File: src/rtl/hbi2_pkg.sv
`timescale 1ns/1ps
package hbi2_pkg;
   typedef enum logic {
      MUX_EXTERNAL = 1'b0,
      MUX_INTERNAL = 1'b1
   } mux_mode_e;

   // register stages between the tap line and the leg result registers
   localparam int LEG_STAGES = 3;
endpackage

File: src/rtl/hbi2_phase.sv
`timescale 1ns/1ps
module hbi2_phase (
   input  logic clk,
   input  logic rst_n,
   input  logic int_mode,
   input  logic sync,
   output logic cap,
   output logic capq
);
   logic armed;
   logic ph;

   always_ff @(posedge clk or negedge rst_n) begin
      if (!rst_n) begin
         armed <= 1'b0;
         ph    <= 1'b0;
         capq  <= 1'b0;
      end else begin
         capq <= cap;
         if (sync) begin
            armed <= 1'b1;
            ph    <= 1'b1;
         end else begin
            ph <= ~ph;
         end
      end
   end

   assign cap = int_mode ? (armed & ph) : 1'b1;

   // capture happens on the edge right after sync
   p_first_cap_r3: assert property (@(posedge clk) disable iff (!rst_n)
      (int_mode && sync) |=> cap);

   // legs advance on alternate edges only
   p_half_rate_r2: assert property (@(posedge clk) disable iff (!rst_n)
      (int_mode && cap && !sync) |=> !cap);
endmodule

File: src/rtl/hbi2_legs.sv
`timescale 1ns/1ps
module hbi2_legs
   import hbi2_pkg::*;
#(
   parameter int DW    = 16,
   parameter int CW    = 16,
   parameter int NUNIQ = 4,
   parameter int FRAC  = 14,
   parameter logic signed [CW-1:0] COEF [NUNIQ] = '{-16'sd290, 16'sd718, -16'sd2104, 16'sd9868}
) (
   input  logic                 clk,
   input  logic                 rst_n,
   input  logic                 adv,
   input  logic signed [DW-1:0] din,
   output logic signed [DW-1:0] f_out,
   output logic signed [DW-1:0] d_out,
   output logic                 vld_out
);
   localparam int NT = 2 * NUNIQ;
   localparam int PW = DW + 1;
   localparam int MW = PW + CW;
   localparam int AW = MW + $clog2(NUNIQ) + 1;
   localparam logic signed [AW-1:0] HALF = AW'(1) <<< (FRAC - 1);

   if (NUNIQ < 1) begin : g_bad_taps
      $error("NUNIQ must be at least 1");
   end
   if (FRAC < 1 || FRAC >= AW) begin : g_bad_frac
      $error("FRAC out of range");
   end
   if (DW < 2 || CW < 2) begin : g_bad_width
      $error("DW and CW must be at least 2");
   end

   logic signed [DW-1:0] tap   [NT];
   logic signed [MW-1:0] prod_w[NUNIQ];
   logic signed [DW-1:0] dpipe [LEG_STAGES];
   logic [LEG_STAGES:0]  vpipe;
   logic signed [AW-1:0] acc;
   logic signed [DW-1:0] f_r;

   // sample history, newest at index 0
   always_ff @(posedge clk or negedge rst_n) begin
      if (!rst_n) begin
         for (int i = 0; i < NT; i++) tap[i] <= '0;
      end else if (adv) begin
         tap[0] <= din;
         for (int i = 1; i < NT; i++) tap[i] <= tap[i-1];
      end
   end

   // one pre-add and multiply lane per unique coefficient
   for (genvar g = 0; g < NUNIQ; g++) begin : g_mac
      logic signed [PW-1:0] pre_q;
      logic signed [MW-1:0] prod_q;
      always_ff @(posedge clk or negedge rst_n) begin
         if (!rst_n) begin
            pre_q  <= '0;
            prod_q <= '0;
         end else if (adv) begin
            pre_q  <= PW'(tap[g]) + PW'(tap[NT-1-g]);
            prod_q <= MW'(pre_q) * MW'(COEF[g]);
         end
      end
      assign prod_w[g] = prod_q;
   end

   always_comb begin
      acc = HALF;
      for (int i = 0; i < NUNIQ; i++) acc = acc + AW'(prod_w[i]);
   end

   always_ff @(posedge clk or negedge rst_n) begin
      if (!rst_n) begin
         f_r   <= '0;
         vpipe <= '0;
         for (int i = 0; i < LEG_STAGES; i++) dpipe[i] <= '0;
      end else if (adv) begin
         f_r      <= DW'(acc >>> FRAC);
         vpipe    <= {vpipe[LEG_STAGES-1:0], 1'b1};
         dpipe[0] <= tap[NUNIQ-1];
         for (int i = 1; i < LEG_STAGES; i++) dpipe[i] <= dpipe[i-1];
      end
   end

   assign f_out   = f_r;
   assign d_out   = dpipe[LEG_STAGES-1];
   assign vld_out = vpipe[LEG_STAGES];
endmodule

File: src/rtl/hbi2_merge.sv
`timescale 1ns/1ps
module hbi2_merge #(
   parameter int DW = 16
) (
   input  logic                 clk,
   input  logic                 rst_n,
   input  logic                 int_mode,
   input  logic                 cap,
   input  logic                 capq,
   input  logic signed [DW-1:0] f_in,
   input  logic signed [DW-1:0] d_in,
   input  logic                 vin,
   output logic signed [DW-1:0] up_out,
   output logic signed [DW-1:0] lo_out,
   output logic                 leg_vld,
   output logic signed [DW-1:0] mix_out,
   output logic                 mix_vld
);
   always_ff @(posedge clk or negedge rst_n) begin
      if (!rst_n) begin
         up_out  <= '0;
         lo_out  <= '0;
         leg_vld <= 1'b0;
      end else if (cap) begin
         up_out  <= d_in;
         lo_out  <= f_in;
         leg_vld <= vin;
      end
   end

   // edge after a leg step carries the filter sample, the step edge the delay sample
   always_ff @(posedge clk or negedge rst_n) begin
      if (!rst_n) begin
         mix_out <= '0;
         mix_vld <= 1'b0;
      end else if (int_mode && vin) begin
         mix_out <= capq ? f_in : d_in;
         mix_vld <= 1'b1;
      end else begin
         mix_vld <= 1'b0;
      end
   end

   // merged stream is continuous once started
   p_mix_steady_r1: assert property (@(posedge clk) disable iff (!rst_n)
      (int_mode && mix_vld) |=> mix_vld);

   // split-mode leg ports stay valid
   p_ext_valid_r4: assert property (@(posedge clk) disable iff (!rst_n)
      (!int_mode && leg_vld) |=> leg_vld);

   // the delay sample follows on the step edge, matching the upper leg port
   p_order_r5: assert property (@(posedge clk) disable iff (!rst_n)
      (int_mode && cap && vin) |=> (mix_out == up_out));
endmodule

File: src/rtl/hbi2_interp.sv
`timescale 1ns/1ps
module hbi2_interp
   import hbi2_pkg::*;
#(
   parameter int DW    = 16,
   parameter int CW    = 16,
   parameter int NUNIQ = 4,
   parameter int FRAC  = 14,
   parameter logic signed [CW-1:0] COEF [NUNIQ] = '{-16'sd290, 16'sd718, -16'sd2104, 16'sd9868}
) (
   input  logic                 clk,
   input  logic                 rst_n,
   input  logic                 int_mode,
   input  logic                 sync,
   input  logic signed [DW-1:0] din,
   output logic signed [DW-1:0] mix_out,
   output logic                 mix_vld,
   output logic signed [DW-1:0] up_out,
   output logic signed [DW-1:0] lo_out,
   output logic                 leg_vld
);
   mux_mode_e            mode;
   logic                 merged;
   logic                 cap;
   logic                 capq;
   logic signed [DW-1:0] f_leg;
   logic signed [DW-1:0] d_leg;
   logic                 v_leg;

   assign mode   = mux_mode_e'(int_mode);
   assign merged = (mode == MUX_INTERNAL);

   hbi2_phase i_phase (
      .clk      (clk),
      .rst_n    (rst_n),
      .int_mode (merged),
      .sync     (sync),
      .cap      (cap),
      .capq     (capq)
   );

   hbi2_legs #(
      .DW    (DW),
      .CW    (CW),
      .NUNIQ (NUNIQ),
      .FRAC  (FRAC),
      .COEF  (COEF)
   ) i_legs (
      .clk     (clk),
      .rst_n   (rst_n),
      .adv     (cap),
      .din     (din),
      .f_out   (f_leg),
      .d_out   (d_leg),
      .vld_out (v_leg)
   );

   hbi2_merge #(
      .DW (DW)
   ) i_merge (
      .clk      (clk),
      .rst_n    (rst_n),
      .int_mode (merged),
      .cap      (cap),
      .capq     (capq),
      .f_in     (f_leg),
      .d_in     (d_leg),
      .vin      (v_leg),
      .up_out   (up_out),
      .lo_out   (lo_out),
      .leg_vld  (leg_vld),
      .mix_out  (mix_out),
      .mix_vld  (mix_vld)
   );
endmodule

File: config.mk
export PLATFORM = sky130hd
export DESIGN_NAME = hbi2_interp
export DESIGN_NICKNAME = d
export VERILOG_FILES = /design/src/rtl/hbi2_pkg.sv /design/src/rtl/hbi2_phase.sv /design/src/rtl/hbi2_legs.sv /design/src/rtl/hbi2_merge.sv /design/src/rtl/hbi2_interp.sv
export SDC_FILE = /design/constraint.sdc
export NUM_CORES = 2
export LEC_CHECK = 0
export ABC_AREA = 1
export BUFFER_PORTS_ARGS = -buffer_cell sky130_fd_sc_hd__buf_2
export CAP_MARGIN = 20
export CORE_MARGIN = 2
export CORE_UTILIZATION = 41
export DETAILED_ROUTE_END_ITERATION = 8
export GPL_ROUTABILITY_DRIVEN = 0
export HOLD_SLACK_MARGIN = 0.02
export SYNTH_ARGS = -nofsm -noshare
export SYNTH_HDL_FRONTEND = slang
export SYNTH_HIERARCHICAL = 1
export SYNTH_SLANG_ARGS = --single-unit
File: constraint.sdc
create_clock -name clk -period 5.2 [get_ports clk]
set_input_delay 1.04 -clock clk [delete_from_list [all_inputs] [get_ports clk]]
set_output_delay 1.04 -clock clk [all_outputs]
set_load 0.005 [all_outputs]
## Yosys cells after proc, flatten, opt, wreduce, memory -nomap -nowiden

Index checks and enable logic that the tools add are counted.

- Word-level logic and storage cells: 44
- Bits of input ports: 20
- Output and inout port bits: 50
- Register bits after elaboration: 361

- Reductions and logical operators: 1
- Muxes and demuxes: 4
- Bitwise logic cells: 2
- Multipliers: 4
- Add/sub/neg operators: 8

Operator list:

| operator | number |
|---|---|
| 16-bit by 16-bit adder with 17-bit output | 4 |
| 30-bit adder | 2 |
| 17-bit by 10-bit multiplier with 27-bit output, second input constant | 2 |
| 28-bit by 28-bit adder with 29-bit output | 1 |
| 15-bit by 27-bit adder with 28-bit output, first input constant | 1 |
| 17-bit by 13-bit multiplier with 28-bit output, second input constant | 1 |
| 17-bit by 9-bit multiplier with 26-bit output, second input constant | 1 |
| 16-bit 2-to-1 mux | 1 |
| 1-bit 2-to-1 mux | 3 |
| 1-bit AND | 1 |
| 1-bit logical AND | 1 |
| 1-bit NOT | 1 |

## Logic depth before layout (Yosys ltp)

- Word-level depth: 4
- Mapped depth: 21
- Gate-level depth less buffers: 21

## Hierarchy

The synthesis kept the hierarchy.

Modules (own cells, without submodules):

| module | instances | cells each | sequential area each (um2) | area an instance (um2) |
|---|---|---|---|---|
| hbi2_legs | 1 | 4,088 | 8,107.8 | 33,794.9 |
| hbi2_merge | 1 | 260 | 1,251.2 | 2,183.3 |
| hbi2_phase | 1 | 9 | 75.1 | 97.6 |

## Worst setup path before layout

OpenSTA, ideal clock, no wires.

- Kind: register -> register
- From: register i_legs.g_mac[2].pre_q[16]
- To: register, netlist name i_legs/g_mac[2].prod_q[29]
- Required time: 5,082 ps
- Buffers on the path: 0
- Setup time: 118 ps
- Cell stages (with the launch flop): 19
- Clock period less this slack: 4,629 ps
- Arrival: 4,511 ps
- Slack: 571 ps
- Cells stage by stage: dfrtp_1 > inv_1 > fa_1 > inv_1 > fa_1 > fa_1 > inv_1 > fa_1 > fa_1 > inv_1 > ha_1 > nand2_1 > nor2_1 > nand2_1 > o21bai_1 > nand3_1 > nand2_1 > nand3_1 > nand2_1

- Longest elaborated chain between the ends: 1

Ends and longest elaborated chain:

| what | line | text |
|---|---|---|
| start, declared | hbi2_legs.sv:54 | `logic signed [PW-1:0] pre_q;` |
| start signal, assigned | hbi2_legs.sv:61 | `pre_q <= PW'(tap[g]) + PW'(tap[NT-1-g]);` |
| 17-bit by 10-bit multiplier with 27-bit output | hbi2_legs.sv:62 | `prod_q <= MW'(pre_q) * MW'(COEF[g]);` |

No other way between the ends.
A chain may end at the register's enable or synchronous reset.

## Worst setup path after layout

- From: register i_legs.g_mac[2].pre_q[15]
- To: register i_legs.g_mac[2].prod_q[28]

- Longest elaborated chain between the ends: 1

Ends and longest elaborated chain:

| what | line | text |
|---|---|---|
| 17-bit by 10-bit multiplier with 27-bit output | hbi2_legs.sv:62 |  |
| end signal, assigned | hbi2_legs.sv:62 |  |
| end, declared | hbi2_legs.sv:55 | `logic signed [MW-1:0] prod_q;` |

No other way between the ends.

==> results.toml <==
[layout]
fin_nets = 5213
final_cell_area_um2 = 39190
n_antenna_cell = 0
fillers = 8747
syn_to_final_growth_pct = 8.619
drive_above_1_share = 0.05126

[detailed_routing]
wl_per_cell_um = 17.70
drt-initial-drc-count = 1719
drt-total-wl_mm = 98.84
routed_via_density = 5.036
drc = 0
via_count = 28116
dr.pass1.iters = 6
drtAntennaViolNets = 0

[synth]
yosysUniqueCellTypes = 47
synth_edf_count = 0
mappedNetlistArea_um2 = 36080
yosysSeqAreaShare = 0.2615
syn_nets = 5176
yosys_warnings = 6
netlist_instances = 4357
syn_area_per_cell_um2 = 8.280
synth_async_sr_flop_share = 1.000
synth-seq-cells = 377
synth_ff_type = "dfrtp_1"

[die]
fp.dieH_um = 300.6
start_util = 0.4146
core_um2 = 87020
die_area_um2 = 90380
die_x_um = 300.6
ios = 70
fp-row-count = 108

[setup_path]
critPathKind = "reg -> reg"
cp-end-kind = "flip-flop"
worstPathArrival_ns = 5.25
r2r_cells = 18
worstSetupStartpoint = "i_legs/g_mac[2].pre_q[15]"
critical_path_required_ns = 5.65
cp-start-kind = "flip-flop"
path_max_fanout = 7
r2r_start = "i_legs/g_mac[2].pre_q[15]"

[sta]
fin_crit_sh = 0.9216
grt_setup_unrepaired = "no"
finalHoldViolCount = 0
fmax_ghz = 0.2087
tns_ns = 0
drv_slew = 0
setup_viol_count_final = 0
slew_headroom = 0.2949
layout_min_cycle_time_ns = 4.792
tightest_slew_ns = 1.058
finalClockSkew_ns = 0.02944

[cts]
clk_pin_slew_ns = 0.06
cts_made_buffers = 46
cts_resized = 0
cts_root_buffer = "clkbuf_16"
post_cts.repair.setup_buffers = 0
clkSinkCount = 377
clkLatencyLatePin_ns = 0.58
h-tree-depth = 2
cts_tree = "yes"
clock_path_buffers = 3
cts_hold_buf = 0

[grt]
antenna_found_initial = 0
grt_pass1_vias = 27582
grt_max_degree = 228
grt_pass1_wl_mm = 154.8
grt_overflow_total = 0
grt_use_total = 0.2197

[placed_design]
port_buffers = 69
dp.final_hpwl_mm = 80.98
placed_cell_area_um2 = 37560

[min_path]
hold_class = "in -> async"

[outcome]
status = "completed"

[run]
drv_cap = 0
==> per-stage QoR <==
| stage | std cells | hold slack [ns] | setup WS (ns) | utilization |
|---|---|---|---|---|
| finish | 5583 | 0.4439 | 0.4075 | 0.4503 |
| global route | 5583 | 0.4663 | 0.03940 | 0.4503 |
| CTS | 5583 | 0.4576 | 0.3881 | 0.4503 |
| detailed placement | 5501 | 0.4473 | 0.3814 | 0.4316 |
| global placement | 5501 | 0.4232 | 0.4722 | 0.4316 |
| floorplan | 4357 | 0.4090 | 0.5712 | - |
==> final timing paths <==
check                                                  end  slack [ns]
worst max-delay path            i_legs/g_mac[2].prod_q[28]        0.41
worst min-delay path            i_legs/g_mac[3].prod_q[24]        0.44
worst max register to register  i_legs/g_mac[2].prod_q[28]        0.41
worst min register to register                  i_phase/ph        0.45
max in group asynchronous       i_legs/g_mac[1].prod_q[18]        3.53
min in group clk                                i_phase/ph        0.45
==> area by class of cell <==
type	count	area, µm²	area share
Clock buffer	59	1270	0.03241
Tap cell	1155	1445	0.03688
Clock inverter	23	354.1	0.009036
Multi-Input combinational cell	3145	23330	0.5955
Inverter	734	2773	0.07076
Timing Repair Buffer	90	575.6	0.01469
Sequential cell	377	9434	0.2408
==> cell families (layout without fill, tap and decap cells) <==
logic type	count (synthesis)	count (layout)	share of synthesized area
buffers and inverters	835	906	0.09191
AND/OR/NAND/NOR	1687	1687	0.1921
adder cells (fa/ha/maj)	799	799	0.3474
XOR/XNOR	91	91	0.02209
AO/OA/AOI/OAI	568	568	0.08494
flip-flops	377	377	0.2615
==> per-layer routing <==
| metal | GRT usage | up-vias | routed length [µm] |
|---|---|---|---|
| met5 | 0 | - | 0 |
| met4 | 0.06207 | 0 | 2811 |
| met3 | 0.03117 | 145 | 4765 |
| met1 | 0.3056 | 13512 | 45900 |
| met2 | 0.3577 | 615 | 45370 |
| li1 | - | 13844 | - |
==> cells in the final DEF, fill, tap and decap left out, types with 6 or more instances in the layout <==
cell type,instances
buf_2,68
o21bai_1,22
o21a_1,9
dfrtp_1,377
a31oi_1,19
nand3b_1,11
o21ai_0,236
clkbuf_16,46
nand2_1,1173
nand4_1,47
a21oi_1,207
xnor2_1,58
clkbuf_8,7
and2_1,7
nand3_1,176
bufinv_16,8
inv_1,730
nand2_2,22
buf_4,16
o22ai_1,6
fa_1,338
o21ai_1,30
or2_2,12
clkbuf_1,6
ha_1,461
nor2_1,186
a21oi_2,6
nor3_1,31
o31ai_1,7
xor2_1,33
a21o_1,16
clkinv_2,6
==> state kept, by name, indices dropped and copies added (netlist names) <==
name and count:
i_legs/dpipe 16, i_legs/f_out 16, i_legs/g_mac.pre_q 68, i_legs/g_mac.prod_q 108
i_legs/tap 112, i_legs/vpipe 4, i_merge/leg_vld 1, i_merge/lo_out 16
i_merge/mix_out 16, i_merge/mix_vld 1, i_merge/up_out 16, i_phase/armed 1
i_phase/capq 1, i_phase/ph 1
==> worst max-delay path, stage by stage, from the launching register on <==
cell and delay (ns):
dfrtp_1 0.47, inv_1 0.20, ha_1 0.35, xnor2_1 0.28, fa_1 0.47, fa_1 0.50, inv_1 0.05, fa_1 0.45
fa_1 0.49, inv_1 0.04, ha_1 0.38, nand2_1 0.10, nor3_1 0.19, and2_1 0.22, nand4_1 0.18, nand3_1 0.14
nand2_1 0.06, nand3_1 0.07, nand2_1 0.06
==> cell usage after synthesis (all sizes together) (11+ instances only) <==
cell,count,share of area
a21o,16,0.0033
dfrtp,377,0.26
fa,338,0.19
a31oi,19,0.0033
nor3,34,0.0051
or2,19,0.0033
nand3,178,0.025
inv,734,0.077
o21ai,270,0.038
nand3b,11,0.0023
ha,461,0.16
xnor2,58,0.014
o21bai,22,0.0046
xor2,33,0.0080
nand2,1196,0.13
nand4,47,0.0082
clkbuf,33,0.0037
nor2,191,0.020
a21oi,213,0.030
buf,68,0.012
Power is not shown: default switching activity piles up to over one toggle a cycle in this logic, so the estimate is an artifact.
